## src/rtl/adc2ch_pkg.sv

```systemverilog
package adc2ch_pkg;
    localparam int WORD_CLKS  = 16;
    localparam int DATA_BITS  = 12;
    localparam int DATA_FIRST = 5;
    localparam int CHAN_CLK   = 5;
    localparam int BIT_W      = $clog2(WORD_CLKS);

    typedef enum logic [2:0] {
        S_IDLE,
        S_SETUP,
        S_SHIFT,
        S_HOLD,
        S_GAP
    } host_state_e;
endpackage

```

## src/rtl/adc2ch_half_timer.sv

```systemverilog
module adc2ch_half_timer #(
    parameter int DIV_W = 8
) (
    input  logic             clk,
    input  logic             rst_n,
    input  logic             en,
    input  logic [DIV_W-1:0] half,
    output logic             tick
);
    logic [DIV_W-1:0] cnt_q;

    assign tick = en && (cnt_q == half);

    always_ff @(posedge clk or negedge rst_n) begin
        if (!rst_n)
            cnt_q <= '0;
        else if (!en || tick)
            cnt_q <= '0;
        else
            cnt_q <= cnt_q + 1'b1;
    end

    // the phase counter never runs past the captured half-period
    a_r2_cnt_bound: assert property (@(posedge clk) disable iff (!rst_n)
        en |-> cnt_q <= half);
endmodule

```

## src/rtl/adc2ch_rx_shift.sv

```systemverilog
module adc2ch_rx_shift #(
    parameter int BITS = 12
) (
    input  logic            clk,
    input  logic            rst_n,
    input  logic            shift_en,
    input  logic            bit_in,
    output logic [BITS-1:0] word
);
    always_ff @(posedge clk or negedge rst_n) begin
        if (!rst_n)
            word <= '0;
        else if (shift_en)
            word <= {word[BITS-2:0], bit_in};
    end
endmodule

```

## src/rtl/adc2ch_host.sv

```systemverilog
module adc2ch_host
    import adc2ch_pkg::*;
#(
    parameter int DIV_W = 8,
    parameter int CNT_W = 4
) (
    input  logic                 clk,
    input  logic                 rst_n,
    input  logic                 req_valid,
    output logic                 req_ready,
    input  logic [DIV_W-1:0]     req_half,
    input  logic [CNT_W-1:0]     req_extra,
    input  logic                 req_chan,
    input  logic                 req_alt,
    output logic                 adc_cs_n,
    output logic                 adc_sclk,
    output logic                 adc_din,
    input  logic                 adc_dout,
    output logic                 res_valid,
    output logic [DATA_BITS-1:0] res_data,
    output logic                 res_chan,
    output logic                 res_first
);
    localparam logic [BIT_W-1:0] LAST_IDX = BIT_W'(WORD_CLKS - 1);
    localparam logic [BIT_W-1:0] CHAN_IDX = BIT_W'(CHAN_CLK - 1);
    localparam logic [BIT_W-1:0] DATA_IDX = BIT_W'(DATA_FIRST - 1);

    host_state_e      state_q, state_d;
    logic [DIV_W-1:0] half_q;
    logic [CNT_W-1:0] words_q;
    logic [BIT_W-1:0] bit_q;
    logic             alt_q, chan_q, last_chan_q, have_last_q, gap_q;
    logic             cs_n_q, sclk_q, din_q;
    logic             res_valid_q, res_chan_q, res_first_q;
    logic             tick, rise_tick, fall_tick, sample_en;

    adc2ch_half_timer #(.DIV_W(DIV_W)) u_timer (
        .clk   (clk),
        .rst_n (rst_n),
        .en    (state_q != S_IDLE),
        .half  (half_q),
        .tick  (tick)
    );

    assign rise_tick = (state_q == S_SHIFT) && tick && !sclk_q;
    assign fall_tick = (state_q == S_SHIFT) && tick && sclk_q;
    assign sample_en = rise_tick && (bit_q >= DATA_IDX);

    adc2ch_rx_shift #(.BITS(DATA_BITS)) u_rx (
        .clk      (clk),
        .rst_n    (rst_n),
        .shift_en (sample_en),
        .bit_in   (adc_dout),
        .word     (res_data)
    );

    // state register
    always_ff @(posedge clk or negedge rst_n) begin
        if (!rst_n)
            state_q <= S_IDLE;
        else
            state_q <= state_d;
    end

    // next state
    always_comb begin
        state_d = state_q;
        unique case (state_q)
            S_IDLE:  if (req_valid) state_d = S_SETUP;
            S_SETUP: if (tick) state_d = S_SHIFT;
            S_SHIFT: if (rise_tick && bit_q == LAST_IDX && words_q == '0)
                         state_d = S_HOLD;
            S_HOLD:  if (tick) state_d = S_GAP;
            S_GAP:   if (tick && gap_q) state_d = S_IDLE;
            default: state_d = S_IDLE;
        endcase
    end

    // outputs and datapath
    always_ff @(posedge clk or negedge rst_n) begin
        if (!rst_n) begin
            cs_n_q      <= 1'b1;
            sclk_q      <= 1'b1;
            din_q       <= 1'b0;
            half_q      <= '0;
            words_q     <= '0;
            bit_q       <= '0;
            alt_q       <= 1'b0;
            chan_q      <= 1'b0;
            last_chan_q <= 1'b0;
            have_last_q <= 1'b0;
            gap_q       <= 1'b0;
            res_valid_q <= 1'b0;
            res_chan_q  <= 1'b0;
            res_first_q <= 1'b0;
        end else begin
            res_valid_q <= 1'b0;
            unique case (state_q)
                S_IDLE: begin
                    sclk_q <= 1'b1;
                    din_q  <= 1'b0;
                    gap_q  <= 1'b0;
                    if (req_valid) begin
                        half_q  <= req_half;
                        words_q <= req_extra;
                        alt_q   <= req_alt;
                        chan_q  <= req_chan;
                        bit_q   <= '0;
                        cs_n_q  <= 1'b0;
                    end
                end
                S_SETUP: begin
                    if (tick) begin
                        sclk_q <= 1'b0;
                        din_q  <= 1'b0;
                    end
                end
                S_SHIFT: begin
                    if (fall_tick) begin
                        sclk_q <= 1'b0;
                        din_q  <= (bit_q == CHAN_IDX) ? chan_q : 1'b0;
                    end else if (rise_tick) begin
                        sclk_q <= 1'b1;
                        bit_q  <= bit_q + 1'b1;
                        if (bit_q == LAST_IDX) begin
                            res_valid_q <= 1'b1;
                            res_chan_q  <= last_chan_q;
                            res_first_q <= !have_last_q;
                            have_last_q <= 1'b1;
                            last_chan_q <= chan_q;
                            if (words_q != '0) begin
                                words_q <= words_q - 1'b1;
                                if (alt_q)
                                    chan_q <= ~chan_q;
                            end
                        end
                    end
                end
                S_HOLD: begin
                    if (tick)
                        cs_n_q <= 1'b1;
                end
                S_GAP: begin
                    if (tick)
                        gap_q <= ~gap_q;
                end
                default: ;
            endcase
        end
    end

    assign req_ready = (state_q == S_IDLE);
    assign adc_cs_n  = cs_n_q;
    assign adc_sclk  = sclk_q;
    assign adc_din   = din_q;
    assign res_valid = res_valid_q;
    assign res_chan  = res_chan_q;
    assign res_first = res_first_q;

    // clock rests high whenever chip-select is high
    a_r1_sclk_parked: assert property (@(posedge clk) disable iff (!rst_n)
        cs_n_q |-> sclk_q);

    // chip-select rises only after the clock has been high
    a_r3_cs_rise_high: assert property (@(posedge clk) disable iff (!rst_n)
        $rose(cs_n_q) |-> (sclk_q && $past(sclk_q)));

    // data-in moves only with a falling serial-clock edge inside a frame
    a_r4_din_on_fall: assert property (@(posedge clk) disable iff (!rst_n)
        (!$stable(din_q) && !cs_n_q) |-> $fell(sclk_q));

    // ready only while the link is deselected
    a_r8_ready_cs_high: assert property (@(posedge clk) disable iff (!rst_n)
        req_ready |-> cs_n_q);

    // result strobe lasts one cycle
    a_r10_single_pulse: assert property (@(posedge clk) disable iff (!rst_n)
        res_valid_q |=> !res_valid_q);
endmodule

```

## config.mk

```make
export PLATFORM = sky130hd
export DESIGN_NAME = adc2ch_host
export DESIGN_NICKNAME = d
export VERILOG_FILES = /design/src/rtl/adc2ch_pkg.sv /design/src/rtl/adc2ch_half_timer.sv /design/src/rtl/adc2ch_rx_shift.sv /design/src/rtl/adc2ch_host.sv
export SDC_FILE = /design/constraint.sdc
export NUM_CORES = 1
export LEC_CHECK = 0
export BUFFER_PORTS_ARGS = -buffer_cell sky130_fd_sc_hd__buf_2
export CORE_ASPECT_RATIO = 0.5
export CORE_MARGIN = 1.5
export CORE_UTILIZATION = 35
export CTS_CLUSTER_DIAMETER = 200
export DETAILED_ROUTE_END_ITERATION = 10
export HOLD_SLACK_MARGIN = 0.02
export MAX_ROUTING_LAYER = met4
export PLACE_DENSITY_LB_ADDON = 0.25
export SETUP_SLACK_MARGIN = 0.1
export SLEW_MARGIN = 0
export SYNTH_ARGS = -nofsm -noshare
export SYNTH_HDL_FRONTEND = slang
export SYNTH_SLANG_ARGS = --single-unit
export TNS_END_PERCENT = 30
```

## constraint.sdc

```tcl
create_clock -name clk -period 2.4 [get_ports clk]
set_clock_uncertainty 0.15 [all_clocks]
set_input_delay 0.48 -clock clk [delete_from_list [all_inputs] [get_ports clk]]
set_output_delay 0.48 -clock clk [all_outputs]
set_load 0.01 [all_outputs]
```

-- Yosys cells after proc, flatten, opt, wreduce, memory -nomap -nowiden
Cells that the tools add are included.
- bits in registers: 50
- output and inout port bits: 19
- add/sub/neg operators: 3
- reduce and logical (&&, ||, !) cells: 30
- magnitude comparators: 1
- equal/unequal tests: 20
- bitwise operators: 3
- mux-type cells: 40
- operator list (kind ; number):
    $mux W4 ; 8
    $mux W1 ; 18
    $ne A2 B2 Y1 const B ; 9
    $pmux W4 S2 ; 2
    $mux W3 ; 5
    $pmux W3 S5 ; 1
    $reduce_and A3 Y1 ; 3
    $add A8 B1 Y8 const B ; 1
    $eq A8 B8 Y1 ; 1
    $logic_and A1 B1 Y1 ; 8
    $mux W8 ; 1
    $reduce_and A4 Y1 ; 2
    $reduce_and A7 Y1 ; 1
    $eq A3 B2 Y1 const B ; 2
    $ne A2 B1 Y1 const B ; 3
    $pmux W1 S2 ; 3
    $pmux W1 S3 ; 2
    $reduce_and A6 Y1 ; 1
    $reduce_bool A2 Y1 ; 3
    $reduce_bool A3 Y1 ; 2
    $reduce_and A5 Y1 ; 1
    $add A4 B1 Y4 const B ; 1
    $eq A4 B3 Y1 const B ; 1
    $eq A4 B4 Y1 const B ; 1
    other kinds (12) ; 17

-- Depth between registers and ports, before layout
- depth after elaboration: 8
- gate-level depth with buffers: 7
- gate-level depth less buffers: 7

-- Hierarchy
A second synthesis with hierarchy kept.
- cells, all modules: 232
- area total of the unflattened synthesis: 2493.6 µm²
- by module, submodules not included (module ; area each (µm²) ; cells an instance ; instances ; sequential area each (µm²)):
    adc2ch_host ; 1508.9 ; 161 ; 1 ; 753.2
    adc2ch_half_timer ; 500.5 ; 46 ; 1 ; 200.2
    adc2ch_rx_shift ; 484.2 ; 25 ; 1 ; 300.3

-- Worst setup path before layout
Ideal clock, no wire load.
- kind: register -> register
- start: reg u_timer.cnt_q[6]
- end: reg u_rx.word[0]
- library setup time: 0.125 ns
- period minus slack after synthesis: 2.119 ns
- setup slack: 0.281 ns
- stages on the path, launching flop included: 7
- arrival: 1.844 ns
- data required time: 2.125 ns
- cell sequence: dfrtp_1 -> xor2_1 -> nor4_4 -> and2_4 -> o2111ai_4 -> buf_6 -> mux2_4
- word-level cells in the longest chain between the ends: 5
- RTL lines (element ; RTL line ; source):
    start, declared ; adc2ch_half_timer.sv:10 ; logic [DIV_W-1:0] cnt_q;
    start signal, assigned ; adc2ch_half_timer.sv:20 ; cnt_q <= cnt_q + 1'b1;
    $eq A8 B8 Y1 ; adc2ch_half_timer.sv:12 ; assign tick = en && (cnt_q == half);
    $logic_and A1 B1 Y1 ; adc2ch_half_timer.sv:12 ;
    $logic_and A1 B1 Y1 (2 in series) ; adc2ch_host.sv:45 ; assign rise_tick = (state_q == S_SHIFT) && tick && !sclk_q;
    $logic_and A1 B1 Y1 ; adc2ch_host.sv:47 ; assign sample_en = rise_tick && (bit_q >= DATA_IDX);
    end signal, assigned ; adc2ch_rx_shift.sv:14 ; word <= {word[BITS-2:0], bit_in};
    end, declared ; adc2ch_rx_shift.sv:8 ; output logic [BITS-1:0] word
No other way between the ends.
A chain may end at the register's enable or synchronous reset.

-- Final worst setup path
- start: reg state_q[2]
- end: reg u_rx.word[0]
- word-level cells in the longest chain between the ends: 5
- elaborated cells between the ends (all ways): 6
- RTL lines (element ; RTL line ; source):
    start, declared ; adc2ch_host.sv:28 ; host_state_e state_q, state_d;
    start signal, assigned ; adc2ch_host.sv:62 ; state_q <= state_d;
    $reduce_bool A3 Y1 ; adc2ch_host.sv:40 ; .en (state_q != S_IDLE),
    $logic_and A1 B1 Y1 ; adc2ch_half_timer.sv:12 ;
    $logic_and A1 B1 Y1 * (2 in series) ; adc2ch_host.sv:45 ;
    $logic_and A1 B1 Y1 * ; adc2ch_host.sv:47 ;
Every way passes the cells marked *; elsewhere a longest branch is shown, timed or not.

==> impl_metrics.csv <==
group,metric,value,unit
cells_and_area,antenna-diode-count,0,
worst_setup_path,cp-start-kind,"register",
worst_setup_path,timing.rr.end,"u_rx.word[0]",
worst_setup_path,worstRegToRegCells,4,
timing,hold_violations,0,
die,die_area,7804,sq um
die,die_w,123.4,um
job,maxCapViolations,0,
grt,grt_start_max_net_pins,51,
timing,worst-slew-pin-transition,0.6208,ns
cts,cts_hold_buffers,0,
cts,cts_tree,"done",
routing,post_drt_via_cell_ratio,5.037,
grt,track_usage,15.49,%
pwr,power.static_leakage,1.565,nW
yosys,synth-async-reset-ratio,100.0,%
routing,totalWireLength,5295,um
cts,postCtsResizedCells,0,
yosys,netlist-cell-type-count,55,
timing,achievable-frequency,465.0,MHz
place,postPlaceCellArea,2875,sq um
grt,grt_pass1_wl,9266,um
worst_setup_path,critPathArrivalTime,2.17,ns
routing,remaining_routing_drc_violations,0,
routing,via_count,1904,
yosys,post_synth_main_area_contributors,"sky130_fd_sc_hd__dfrtp_1, sky130_fd_sc_hd__mux2_4, sky130_fd_sc_hd__nand2_1",
cells_and_area,finish.net_count,308,
worst_setup_path,critPathBufInv,0,
place,place_congestion,0.8888,
grt,antenna_found_initial,0,
worst_setup_path,cp_cell_sequence,"or2_2 -> nor2_1 -> o2111ai_4 -> mux2_4",
grt,globalRouteOverflowTotal,0,
worst_setup_path,r2r_slack,0.25,ns
yosys,share_of_the_synthesized_area_in_the_top_cell_type,47.31,%
yosys,synth.most_common_cell,"sky130_fd_sc_hd__dfrtp_1",
pwr,pwr_density_cell,1080,nW/um^2
yosys,yosys_most_used_dff,"sky130_fd_sc_hd__dfrtp_1",
yosys,synth.ff_latch_count,50,
yosys,synth.largest_area_cell,"sky130_fd_sc_hd__dfrtp_1",
die,placementRows,21,
cells_and_area,fin_area,3053,sq um
timing,holdWs,0.006536,ns
pwr,vdd_drop_max,0.3572,mV
timing,timing.final.max_slew_violations,0,
timing,layout_min_cycle_time,2.150,ns
timing,finalSetupViolCount,0,
pwr,power.total,3.297,mW
cells_and_area,instances_no_fill,378,
worst_setup_path,top_family_by_delay_on_critical_path,"simple AND/OR/NAND/NOR gates",
cts,cts_htree_levels,2,
grt,met3_usage,3.442,%
worst_setup_path,critical_path_class,"reg -> reg",
yosys,syn_inst,240,
die,die_h,63.22,um
grt,grt.met1_usage,22.09,%
cells_and_area,area_added_between_synthesis_and_finish,20.26,%
cts,cts-root-buf,"sky130_fd_sc_hd__clkbuf_16",
routing,detail_route.first_pass.iterations,4,
worst_setup_path,cp_max_fo,12,
place,numPlacedInstances,370,
worst_setup_path,timing.critical_path.slowest_cell_delay,0.46,ns
cells_and_area,final_layout_size_suffix_gt1_share,27.62,%
cts,cts.reportedPaths.clkPinSlew,0.07,ns
cts,worst_skew_pair.late_latency,0.29,ns
timing,fin_crit_sh,89.60,%
grt,grt_util_met2,22.01,%
cts,cts_max_path_buffers,2,
die,floorplan.core_area,6858,sq um
yosys,synthesis.yosys.warnings,0,
yosys,synthesis.nets,263,
place,buffer_ports.inserted,36,
yosys,synth_enable_flop_cells,0,
yosys,synth.cell_area,2539,sq um
die,boundaryPins,37,
worst_setup_path,crit_path_top_delay_cell,"sky130_fd_sc_hd__dfrtp_1",
yosys,synth.yosys.seq_area_share,49.38,%
yosys,netlist_top_cells_count,"sky130_fd_sc_hd__dfrtp_1, sky130_fd_sc_hd__nand2_1, sky130_fd_sc_hd__nor2_1, sky130_fd_sc_hd__xor2_1, sky130_fd_sc_hd__nand3_1",
min_path,worst_hold_check_path_type,"in -> async",
cells_and_area,filler_instances,651,
die,start_util,37.02,%
cts,postCtsSetupRepairBufs,0,
run_status,outcome,"completed",
grt,gr-max-usage-layer,"met1",
routing,drtIter0Drc,90,
grt,via_count_of_the_first_global_routing_pass,1920,
cts,cts_made_buffers,5,
yosys,syn_avg_cell_area,10.58,sq um
worst_setup_path,setup.worst_path.end_class,"register",
routing,detail-route-antenna-nets,0,
worst_setup_path,worst_ep_required_time,2.42,ns
timing,slew_headroom,58.34,%
cts,clkSinkCount,50,
timing,unrepaired_setup_endpoints_after_global_routing,"no",
routing,route.detailed.wl_per_inst,14.01,um
place,place.detailed.hpwl,3853,um
timing,fin_setup_tns,0,ns
worst_setup_path,reg_to_reg_startpoint,"state_q[2]",
-- worst max path at each step --
stage / start / to / slack [ns] / depth (start not counted)
2_1_floorplan: u_timer.cnt_q[6] / u_rx.word[0] / 0.28 / 6
3_3_place_gp: state_q[2] / u_rx.word[8] / 0.31 / 4
3_5_place_dp: state_q[2] / u_rx.word[0] / 0.23 / 4
4_1_cts: state_q[2] / u_rx.word[0] / 0.24 / 4
5_1_grt: bit_q[1] / chan_q / 0.12 / 6
6_report: state_q[2] / u_rx.word[0] / 0.25 / 4
-- state kept, by name, indices dropped and copies added (netlist names) --
name,cells
adc_cs_n,1
u_rx.word,12
adc_sclk,1
bit_q,4
have_last_q,1
u_timer.cnt_q,8
adc_din,1
state_q,3
half_q,8
res_chan,1
res_valid,1
last_chan_q,1
alt_q,1
res_first,1
gap_q,1
chan_q,1
words_q,4
-- cell usage in the layout, fill, tap and decap left out, types with 3 or more instances in the layout --
cell type	instances
sky130_fd_sc_hd__nor3_1	6
sky130_fd_sc_hd__xor2_1	12
sky130_fd_sc_hd__mux2i_1	4
sky130_fd_sc_hd__nand3_1	11
sky130_fd_sc_hd__nor2_1	23
sky130_fd_sc_hd__a21oi_1	3
sky130_fd_sc_hd__buf_2	36
sky130_fd_sc_hd__inv_1	10
sky130_fd_sc_hd__mux2_4	10
sky130_fd_sc_hd__xnor2_1	3
sky130_fd_sc_hd__nand2_1	34
sky130_fd_sc_hd__nand2b_1	3
sky130_fd_sc_hd__o32ai_1	3
sky130_fd_sc_hd__clkbuf_16	5
sky130_fd_sc_hd__o21ai_0	4
sky130_fd_sc_hd__buf_4	10
sky130_fd_sc_hd__ha_1	5
sky130_fd_sc_hd__dfrtp_1	48
sky130_fd_sc_hd__nand4_1	5
sky130_fd_sc_hd__mux2_2	4
-- cell type report --
type                    instances  area [sq um]  area share, %
clock buffers                   6         138.9          4.549
clock inverters                 2         38.79          1.270
inverters                      10         37.54          1.230
multi-input cells             171          1194          39.10
flip-flops and latches         50          1254          41.07
well taps                      92         115.1          3.770
repair buffers                 47         275.3          9.016
-- where the power goes --
part / switching (mW) / total [mW] / internal [mW] / leakage [nW]
Sequential: 0.232 / 1.30 / 1.06 / 0.631
Combinational: 0.681 / 1.17 / 0.493 / 0.846
Clock: 0.302 / 0.826 / 0.524 / 0.0875
Total: 1.22 / 3.30 / 2.08 / 1.57
-- cells by family (layout without fill, tap and decap cells) --
family / count (synthesis) / count (layout) / share of synthesized area, %
adders and majority gates: 5 / 5 / 2.464
buffers and inverters: 19 / 65 / 3.597
xor gates and xnor gates: 15 / 15 / 5.175
and+or+nand+nor: 101 / 101 / 20.06
DFF: 50 / 50 / 49.38
muxes: 18 / 18 / 9.265
AOI/OAI and AO/OA: 32 / 32 / 10.05
-- routing by layer --
layer / routed length [um] / vias up / part of all wire, %
met1: 2731 / 915 / 52
li1: - / 929 / -
met4: 62 / 0 / 1.2
met5: 0 / - / 0
met2: 2274 / 53 / 43
met3: 226 / 7 / 4.3
-- metrics by stage --
stage	utilization, %	worst slack, ns
floorplan	-	0.2810
global placement	41.93	0.3057
detailed placement	41.93	0.2335
CTS	44.52	0.2375
global route	44.52	0.1230
finish	44.52	0.2497
Note: power is estimated with default switching activity, not from simulation.
